[src/rtl/cf_cfg_pkg.sv]
package cf_cfg_pkg;

  typedef enum logic [2:0] {
    SEL_NONE,
    SEL_CIS,
    SEL_OPT,
    SEL_STAT,
    SEL_PIN,
    SEL_SOCK
  } sel_e;

  // Register offsets relative to the configuration base
  localparam int unsigned OFF_OPT  = 0;
  localparam int unsigned OFF_STAT = 2;
  localparam int unsigned OFF_PIN  = 4;
  localparam int unsigned OFF_SOCK = 6;

  localparam logic [7:0] OPT_WMASK  = 8'hCF;
  localparam logic [7:0] STAT_KEEP  = 8'h82;
  localparam logic [7:0] STAT_LOAD  = 8'h74;
  localparam logic [7:0] PIN_FIXED  = 8'h0C;
  localparam logic [7:0] PIN_RDY    = 8'h20;

  localparam int unsigned OPT_SRST_BIT = 7;
  localparam int unsigned STAT_INT_BIT = 1;
  localparam int unsigned STAT_PD_BIT  = 2;

endpackage

[src/rtl/cf_cfg_decode.sv]
module cf_cfg_decode
  import cf_cfg_pkg::*;
#(
  parameter int unsigned ADDR_W   = 12,
  parameter int unsigned CFG_BASE = 'h200,
  parameter int unsigned CIS_LEN  = 'h14A
) (
  input  logic [ADDR_W-1:0] addr_i,
  output sel_e              sel_o
);

  localparam logic [ADDR_W-1:0] BASE_A = ADDR_W'(CFG_BASE);
  localparam logic [ADDR_W-1:0] CLEN_A = ADDR_W'(CIS_LEN);

  logic [ADDR_W-1:0] off;

  assign off = addr_i - BASE_A;

  always_comb begin
    sel_o = SEL_NONE;
    if (addr_i < BASE_A) begin
      if (addr_i < CLEN_A) sel_o = SEL_CIS;
    end else begin
      unique case (off)
        ADDR_W'(OFF_OPT):  sel_o = SEL_OPT;
        ADDR_W'(OFF_STAT): sel_o = SEL_STAT;
        ADDR_W'(OFF_PIN):  sel_o = SEL_PIN;
        ADDR_W'(OFF_SOCK): sel_o = SEL_SOCK;
        default:           sel_o = SEL_NONE;
      endcase
    end
  end

endmodule

[src/rtl/cf_cfg_regfile.sv]
module cf_cfg_regfile
  import cf_cfg_pkg::*;
(
  input  logic       clk_i,
  input  logic       rst_ni,
  input  sel_e       sel_i,
  input  logic       wr_i,
  input  logic [7:0] wdata_i,
  input  logic       clr_i,
  input  logic       dev_irq_i,
  input  logic       ctrl_wr_i,
  input  logic       ctrl_nien_i,
  output logic [7:0] opt_o,
  output logic [7:0] stat_o,
  output logic       pin_rdy_o,
  output logic       nien_o
);

  logic [7:0] opt_q;
  logic [7:0] st_q;
  logic       int_q;
  logic       rdy_q;
  logic       nien_q;
  logic       wr_opt, wr_stat, pd_flip;

  assign wr_opt  = wr_i && (sel_i == SEL_OPT);
  assign wr_stat = wr_i && (sel_i == SEL_STAT);
  assign pd_flip = wdata_i[STAT_PD_BIT] ^ st_q[STAT_PD_BIT];

  // device request is sampled every cycle; only rst_ni clears it
  always_ff @(posedge clk_i or negedge rst_ni) begin
    if (!rst_ni) int_q <= 1'b0;
    else         int_q <= dev_irq_i;
  end

  always_ff @(posedge clk_i or negedge rst_ni) begin
    if (!rst_ni) begin
      opt_q  <= '0;
      st_q   <= '0;
      rdy_q  <= 1'b0;
      nien_q <= 1'b0;
    end else if (clr_i) begin
      opt_q  <= '0;
      st_q   <= '0;
      rdy_q  <= 1'b0;
      nien_q <= 1'b0;
    end else begin
      if (wr_opt) opt_q <= wdata_i & OPT_WMASK;
      if (wr_stat) begin
        st_q <= (st_q & STAT_KEEP) | (wdata_i & STAT_LOAD);
        if (pd_flip) rdy_q <= 1'b1;
      end
      if (ctrl_wr_i) nien_q <= ctrl_nien_i;
    end
  end

  always_comb begin
    stat_o               = st_q;
    stat_o[STAT_INT_BIT] = int_q;
  end

  assign opt_o     = opt_q;
  assign pin_rdy_o = rdy_q;
  assign nien_o    = nien_q;

endmodule

[src/rtl/cf_cfg_irq.sv]
module cf_cfg_irq (
  input  logic clk_i,
  input  logic rst_ni,
  input  logic stat_int_i,
  input  logic nien_i,
  input  logic opt_srst_i,
  input  logic srst_req_i,
  output logic host_irq_o,
  output logic soft_rst_o
);

  logic srst_q;

  always_ff @(posedge clk_i or negedge rst_ni) begin
    if (!rst_ni) srst_q <= 1'b0;
    else         srst_q <= srst_req_i;
  end

  // status interrupt bit is active low toward the host
  assign host_irq_o = !stat_int_i && !nien_i && !opt_srst_i;
  assign soft_rst_o = srst_q;

endmodule

[src/rtl/cf_cfg_regs.sv]
module cf_cfg_regs
  import cf_cfg_pkg::*;
#(
  parameter int unsigned ADDR_W   = 12,
  parameter int unsigned CFG_BASE = 'h200,
  parameter int unsigned CIS_LEN  = 'h14A
) (
  input  logic              clk_i,
  input  logic              rst_ni,
  input  logic [ADDR_W-1:0] attr_addr_i,
  input  logic              attr_rd_i,
  input  logic              attr_wr_i,
  input  logic [7:0]        attr_wdata_i,
  output logic [7:0]        attr_rdata_o,
  output logic [ADDR_W-1:0] cis_addr_o,
  input  logic [7:0]        cis_data_i,
  input  logic              dev_irq_i,
  input  logic              ctrl_wr_i,
  input  logic              ctrl_nien_i,
  input  logic              ctrl_srst_i,
  output logic              host_irq_o,
  output logic              soft_rst_o
);

  sel_e       sel;
  logic [7:0] opt_q;
  logic [7:0] stat_q;
  logic       pin_rdy_q;
  logic       nien_q;
  logic       srst_req;
  logic [7:0] rd_next;
  logic [7:0] rdata_q;

  cf_cfg_decode #(
    .ADDR_W  (ADDR_W),
    .CFG_BASE(CFG_BASE),
    .CIS_LEN (CIS_LEN)
  ) u_decode (
    .addr_i(attr_addr_i),
    .sel_o (sel)
  );

  assign srst_req = (attr_wr_i && (sel == SEL_OPT) && attr_wdata_i[OPT_SRST_BIT])
                 || (ctrl_wr_i && ctrl_srst_i);

  cf_cfg_regfile u_regfile (
    .clk_i      (clk_i),
    .rst_ni     (rst_ni),
    .sel_i      (sel),
    .wr_i       (attr_wr_i),
    .wdata_i    (attr_wdata_i),
    .clr_i      (srst_req),
    .dev_irq_i  (dev_irq_i),
    .ctrl_wr_i  (ctrl_wr_i),
    .ctrl_nien_i(ctrl_nien_i),
    .opt_o      (opt_q),
    .stat_o     (stat_q),
    .pin_rdy_o  (pin_rdy_q),
    .nien_o     (nien_q)
  );

  cf_cfg_irq u_irq (
    .clk_i     (clk_i),
    .rst_ni    (rst_ni),
    .stat_int_i(stat_q[STAT_INT_BIT]),
    .nien_i    (nien_q),
    .opt_srst_i(opt_q[OPT_SRST_BIT]),
    .srst_req_i(srst_req),
    .host_irq_o(host_irq_o),
    .soft_rst_o(soft_rst_o)
  );

  assign cis_addr_o = attr_addr_i;

  always_comb begin
    rd_next = 8'h00;
    unique case (sel)
      SEL_CIS:  rd_next = cis_data_i;
      SEL_OPT:  rd_next = opt_q;
      SEL_STAT: rd_next = nien_q ? (stat_q & ~(8'h01 << STAT_INT_BIT)) : stat_q;
      SEL_PIN:  rd_next = PIN_FIXED | (pin_rdy_q ? PIN_RDY : 8'h00);
      default:  rd_next = 8'h00;
    endcase
  end

  always_ff @(posedge clk_i or negedge rst_ni) begin
    if (!rst_ni)        rdata_q <= '0;
    else if (attr_rd_i) rdata_q <= rd_next;
  end

  assign attr_rdata_o = rdata_q;

endmodule

[config.mk]
export PLATFORM = sky130hd
export DESIGN_NAME = cf_cfg_regs
export DESIGN_NICKNAME = d
export VERILOG_FILES = /design/src/rtl/cf_cfg_pkg.sv /design/src/rtl/cf_cfg_decode.sv /design/src/rtl/cf_cfg_regfile.sv /design/src/rtl/cf_cfg_irq.sv /design/src/rtl/cf_cfg_regs.sv
export SDC_FILE = /design/constraint.sdc
export NUM_CORES = 1
export LEC_CHECK = 0
export BUFFER_PORTS_ARGS = -buffer_cell sky130_fd_sc_hd__clkbuf_2
export CAP_MARGIN = 20
export CORE_ASPECT_RATIO = 0.7
export CORE_MARGIN = 3
export CORE_UTILIZATION = 35
export DETAILED_ROUTE_END_ITERATION = 8
export PLACE_DENSITY_LB_ADDON = 0.2
export SYNTH_ARGS = -nofsm -noshare
export SYNTH_HDL_FRONTEND = slang
export SYNTH_SLANG_ARGS = --single-unit
[constraint.sdc]
create_clock -name clk_i -period 3 [get_ports clk_i]
set_clock_uncertainty 0.15 [all_clocks]
set_input_delay 0.15 -clock clk_i [delete_from_list [all_inputs] [get_ports clk_i]]
set_output_delay 0.15 -clock clk_i [all_outputs]
set_load 0.005 [all_outputs]
==> results of run 1 <==
flip-flops by register name, summed over array words and instances, names as in the netlist:
name	count
u_irq.soft_rst_o	1
u_regfile.pin_rdy_o	1
u_regfile.opt_o	6
attr_rdata_o	8
u_regfile.int_q	1
u_regfile.st_q	4
u_regfile.nien_o	1
kinds of logic (layout without fill, tap and decap cells):
logic type      Yosys count  after routing  share of synthesized area
flops                    22             22                      0.414
xor+xnor                  2              2                     0.0132
buf+inv                  22             76                      0.110
mux                       4              4                     0.0301
compound gates           32             32                      0.144
simple gates             58             58                      0.280
fa+ha+maj                 1              1                    0.00940
layer usage:
metal | part of all wire | GRT usage | vias up | wire, microns
li1 | - | - | 596 | -
met1 | 0.47 | 0.209 | 537 | 1520
met2 | 0.48 | 0.239 | 22 | 1520
met3 | 0.049 | 0.0379 | 0 | 157
met4 | 0 | 0.00735 | 0 | 0
met5 | 0 | 0 | - | 0
metrics by stage:
step	area [sq um]	util
2_1_floorplan	1330	-
3_3_place_gp	1550	0.433
3_5_place_dp	1550	0.433
4_1_cts	1710	0.477
5_1_grt	1710	0.477
6_report	1710	0.477
worst paths after layout:
path	to	slack (ps)
setup / recovery	u_regfile.st_q[2]	1110
hold reg to reg	u_regfile.opt_o[1]	370
max in group asynchronous	u_regfile.opt_o[1]	2090
setup reg to reg	attr_rdata_o[5]	1820
min in group asynchronous	attr_rdata_o[7]	250
hold / removal	attr_rdata_o[3]	10
synthesized netlist by cell type (all sizes together):
| cell | n |
|---|---|
| buf | 14 |
| clkbuf | 3 |
| a21oi | 14 |
| nor3b | 1 |
| ha | 1 |
| xor2 | 1 |
| o22ai | 3 |
| a21o | 1 |
| nor2 | 13 |
| a211oi | 3 |
| nor4b | 3 |
| nor2b | 4 |
| mux2i | 4 |
| nand2 | 14 |
| and2 | 2 |
| inv | 5 |
| a22oi | 3 |
| xnor2 | 1 |
| a31oi | 2 |
| nand4 | 2 |
| dfrtp | 22 |
| and2b | 1 |
| o31ai | 1 |
| nor4 | 2 |
| nand3b | 5 |
| nand2b | 4 |
| nor3 | 6 |
| o21ai | 5 |
| and4 | 1 |
area by class of cell:
| type | count | share of cell area |
|---|---|---|
| Inverter | 5 | 0.0110 |
| Clock buffer | 4 | 0.0323 |
| Multi-Input combinational cell | 97 | 0.372 |
| Timing Repair Buffer | 67 | 0.226 |
| Tap cell | 50 | 0.0367 |
| Sequential cell | 22 | 0.323 |
repair_timing:
item / in CTS / in global routing
hold buffers: 10 / 0
setup endpoints to repair: 0 / 0
hold endpoints to repair: 31 / 0
setup buffers: 0 / 0
power breakdown:
part | leakage (nW) | internal [mW] | switching [mW]
logic | 0.465 | 0.0486 | 0.0535
registers | 0.299 | 0.302 | 0.00294
clock network | 0.0288 | 0.117 | 0.0915
total | 0.793 | 0.467 | 0.148
worst max-delay path: stages:
cell	delay [ps]
clkbuf_2	110
inv_1	50
ha_1	220
xnor2_1	330
nand4_2	190
nor4_4	510
mux2i_1	270
nor2_2	50
==> results by group, run 1 <==
Layout
  • Most common cell after layout, fill and taps aside: clkbuf_2
  • Final nets: approximately 230
  • Multi-input logic area: 634 sq um
  • Inserted Diodes: 0
  • FF+latch area: approximately 550 sq um
  • P&R area growth vs syn: 28.2%
  • Highest-count cells in the layout ignoring fill and taps: clkbuf_2, dfrtp_1, a21oi_1, nand2_1, nor2_1
  • Fin cells: 245
  • Layout cells sized above 1: 0.364
  • # fillers: about 370

Placed design
  • Placed Instances: 231
  • IO Port Bufs: 57
  • Final HPWL from detailed placement: around 2600 microns
  • Placer Congestion: 0.747
  • Dpl ws: 866 ps

Routing
  • WL final: 3200 microns
  • Drc violations: 0
  • Iteration-0 DRC Markers: 46
  • Via count: about 1200
  • Routed vias/inst: between 4 and 5
  • ANT nets after route: 0
  • Post-DR wirelength/cell: 13.1 microns
  • First drt pass iteration count: 4

Global routing
  • Number of global-route vias before repair: 1124
  • Initial antenna violation count: 0
  • Largest net degree at the start of global routing: 23
  • GRT Total Usage: 0.147
  • First-pass GRT wire length: between 5000 and 6000 microns
  • Grt total ovfl: 0

Setup path
  • Critical path endpoint category: flip-flop
  • Crit-path max FO: 7
  • CP Data Required Time: 2990 ps
  • Crit path DAT: about 1900 ps
  • Reg-to-Reg Start: u_regfile.pin_rdy_o
  • R2r worst-path depth: 4
  • WS Path Type: in -> reg
  • CP startpoint: attr_addr_i[9]
  • CP startpoint kind: input pin

Timing
  • Fin Hold WS: between 9 and 10 ps
  • Final-report hold violation count: 0
  • RSZ-0062 raised after global routing: no
  • Final worst setup slack: about 1100 ps
  • Final TNS setup: 0 ps
  • Period Utilization, post-route: 0.629
  • Max Clk Rate: around 530 MHz
  • Worst-Margin Slew: 542 ps
  • Final setup fails: 0
  • Slew Limit Fails: 0
  • Slew HR: 0.639
  • Crit path time final: 1890 ps

Status
  • Status: complete, no violations

Floorplanning
  • I/O pin count: 58
  • Core Region: 3580 sq um
  • Die area: about 4600 sq um
  • Die width: 79.7 microns
  • Die Height: 57.6 microns
  • FP Rows: 18
  • Initial core utilization: 0.372

Synth
  • Top cell type by total area after synthesis: dfrtp_1
  • Post-synthesis register bit count: 22
  • Seq/Total Area, Yosys: 0.414
  • Synth top area share: 0.414
  • Synth Cell Area: 1330 sq um
  • Syn nets: 178
  • Yosys cell types: 38
  • Post-Syn Instances: 141
  • Synth area leaders: dfrtp_1, buf_4, a21oi_1, nand2_1, nor2_1
  • Post-synthesis average cell area: between 9 and 10 sq um
  • YS warnings: 0

Clock network
  • H-tree depth: 1
  • CTS Buffer Depth: 2
  • Post_cts resized: 0
  • Worst-Skew Late Latency: 260 ps
  • Num Clock Sinks: 22
  • CTS tree: yes
  • CTS clk-pin slew, worst paths: 80 ps
  • CTS buffer count: 3
  • Root Driver: clkbuf_8

Min path
  • HP Class: in -> reg
  • Hold Startpoint: cis_data_i[3]
  • Hold path depth: 3

Power
  • Worst IR Drop VDD: 0.278 mV
  • Pwr Density: about 360 nW/um^2
  • P_leak: 0.793 nW
  • Power, Total: between 0.6 and 0.7 mW

Flow run
  • Max-cap viol count: 0
(Power assumes the default switching activity.)
==> run 2: changes to the inputs <==
clock period = 1.8 ns   (was 3 ns; I/O delays follow)
==> run 2 against run 1 <==
Against the previous run: cell area increased by 7.8%; die area stayed put; power grew 71%; wire length grew 2.7%; critical endpoint is now u_regfile.st_q[6]; sequential power grew 67%; clock power grew 67%; non-clock buffer count is 15 higher; largest power group unchanged.
==> results by group, run 2 (synthesis gave the netlist of run 1 again) <==
Global routing
  • Initial antenna violation count: 0 (unchanged)
  • Largest net degree at the start of global routing: 23 (unchanged)
  • Number of global-route vias before repair: 1157 (+2.9%)
  • Grt total ovfl: 0 (unchanged)
  • GRT Total Usage: 0.151 (+0.00378)
  • First-pass GRT wire length: 5390 microns (+0.64%)

Setup path
  • Crit path DAT: 1640 ps (-240 ps)
  • Slowest Stage Delay on Critical Path: 300 ps (-210 ps)
  • Worst-path cell chain: clkbuf_2 > inv_1 > ha_1 > xnor2_1 > nand4_2 > nor4_4 > buf_4 > mux2i_1 > nor2_2
  • Critical path endpoint category: flip-flop
  • CP Data Required Time: 1800 ps (-1190 ps)
  • Reg2reg setup slack: 410 ps (-1410 ps)
  • Crit-path max FO: 7 (unchanged)
  • WS Path Type: in -> reg
  • Reg-to-Reg Start: u_regfile.nien_o
  • R2r worst-path depth: 3 (-1)
  • Critical R2R Capture: u_regfile.nien_o
  • Slowest cell on the critical path: nor4_4
  • CP startpoint kind: input pin

Layout
  • Inserted Diodes: 0 (unchanged)
  • Layout cells sized above 1: 0.386 (+0.0216)
  • Fin cells: 260 (+6.1%)
  • Final nets: 248 (+6.4%)
  • Largest register FFs: 8 (unchanged)
  • P&R area growth vs syn: 38.3%
  • Final core occ: 0.514 (+0.0374)
  • Highest-count cells in the layout ignoring fill and taps: clkbuf_2, dfrtp_1, dlygate4sd3_1
  • Most common cell after layout, fill and taps aside: clkbuf_2

Power
  • Pwr Density: 571 nW/um^2 (+58%)
  • Switch share: 0.241 (+0.000883)
  • Int Pwr: 0.798 mW (+71%)
  • P_leak: 0.864 nW (+8.9%)
  • Worst IR Drop VDD: 0.447 mV (+61%)
  • Power, Total: 1.05 mW (+71%)
  • Power share of the clock group: 0.331 (-0.008)
  • NetSw: 0.254 mW (+71%)
  • Seq pwr share: 0.484 (-0.011)
  • Logic pwr share: 0.185 (+0.019)

Routing
  • Drc violations: 0 (unchanged)
  • Met1 wire length: 1590 microns (+4.7%)
  • ANT nets after route: 0 (unchanged)
  • Max Used Layer: met4
  • Routed wl met2: 1520 microns (-0.33%)
  • Via count: 1227 (+6.2%)
  • Iteration-0 DRC Markers: 47 (+2.2%)
  • Post-DR wirelength/cell: 12.6 microns (-3.2%)
  • First drt pass iteration count: 4 (unchanged)
  • WL final: 3290 microns (+2.7%)
  • Metal3 WL: 153 microns (-2.5%)
  • Routed vias/inst: 4.72 (+0.10%)

Clock network
  • Root Driver: clkbuf_8
  • CTS clk-pin slew, worst paths: 80 ps (about the same)
  • H-tree depth: 1 (unchanged)
  • Num Clock Sinks: 22 (unchanged)
  • CTS buffer count: 3 (unchanged)
  • CTS tree: yes
  • CTS Buffer Depth: 2 (unchanged)
  • Worst-Skew Late Latency: 260 ps (about the same)

Timing
  • Period Utilization, post-route: 0.915
  • Slew Limit Fails: 0 (unchanged)
  • RSZ-0062 raised after global routing: no
  • Worst-Margin Slew: 544 ps (+2.36 ps)
  • Max Clk Rate: 607 MHz
  • Crit path time final: 1650 ps
  • Slew HR: 0.637 (-0.00158)
  • Final worst setup slack: 152 ps (-959 ps)
  • Final TNS setup: 0 ps (unchanged)
  • Final setup fails: 0 (unchanged)
  • Final-report hold violation count: 0 (unchanged)

Flow run
  • Max-cap viol count: 0 (unchanged)

Placed design
  • Placed Instances: 241 (+4.3%)
  • IO Port Bufs: 57 (unchanged)
  • Dpl ws: -135 ps (-1000 ps)
  • Final HPWL from detailed placement: 2620 microns (+2.5%)
  • Placer Congestion: 0.801 (+7.2%)

Min path
  • Hold Startpoint: cis_data_i[0]
  • HP Class: in -> reg
  • Hold path depth: 3 (unchanged)
  • Hold endpoint: attr_rdata_o[0]

Floorplanning
  • I/O pin count: 58 (unchanged)
  • FP Rows: 18 (unchanged)
  • Initial core utilization: 0.372 (unchanged)
  • Core Region: 3580 sq um (unchanged)
  • Die Height: 57.6 microns (unchanged)
  • Die area: 4590 sq um (unchanged)
  • Die width: 79.7 microns (unchanged)

Status
  • Status: complete, no violations
run 2: area by class of cell:
class	instances	area, sq um
fillers	330	1740
multi-input cells	97	643
flip-flops and latches	22	551
repair buffers	82	510
well taps	50	62.6
clock buffers	4	55.1
inverters	5	18.8
run 2: stage by stage:
stage	hold WS, ps	cell area (sq um)
2_1_floorplan	-356	1330
3_3_place_gp	-48.0	1630
3_5_place_dp	-50.4	1630
4_1_cts	7.27	1830
5_1_grt	20.6	1840
6_report	0.406	1840
run 2: how the worst max path moves through the flow:
stage | cells past startpoint | end | slack [ps] | startpoint
5_1_grt | 9 | u_regfile.st_q[6] | 20 | attr_addr_i[9]
2_1_floorplan | 7 | u_regfile.st_q[2] | 60 | attr_addr_i[9]
3_5_place_dp | 9 | attr_rdata_o[5] | -130 | attr_addr_i[9]
3_3_place_gp | 9 | u_regfile.st_q[2] | -80 | attr_addr_i[9]
4_1_cts | 9 | u_regfile.st_q[6] | 130 | attr_addr_i[9]
6_report | 9 | u_regfile.st_q[6] | 150 | attr_addr_i[9]
run 2: worst max-delay path, delay by kind of cell:
family / cells / cell delay (ps)
XOR/XNOR: 1 / 270
adder cells (fa/ha/maj): 1 / 190
buffers and inverters: 3 / 310
multiplexers: 1 / 230
AND/OR/NAND/NOR: 3 / 540
run 2: power groups by stage:
| stage | Combinational [mW] | Sequential [mW] | Clock [mW] |
|---|---|---|---|
| after floorplan | 0.0858 | 0.518 | 0 |
| after global placement | 0.166 | 0.518 | 0 |
| after detailed placement | 0.168 | 0.518 | 0 |
| after CTS | 0.195 | 0.508 | 0.358 |
| after global routing | 0.215 | 0.510 | 0.388 |
| final | 0.195 | 0.509 | 0.348 |
run 2: what timing repair did:
action                     in CTS  in global routing
setup endpoints to repair       0                  1
gates resized for setup         0                  1
buffers inserted                0                  0
hold endpoints to repair       37                  0
hold buffers                   15                  0
run 2: routing by layer:
layer | track usage | vias up
li1 | - | 627
met1 | 0.212 | 567
met2 | 0.234 | 28
met3 | 0.0426 | 5
met4 | 0.0294 | 0
met5 | 0 | -
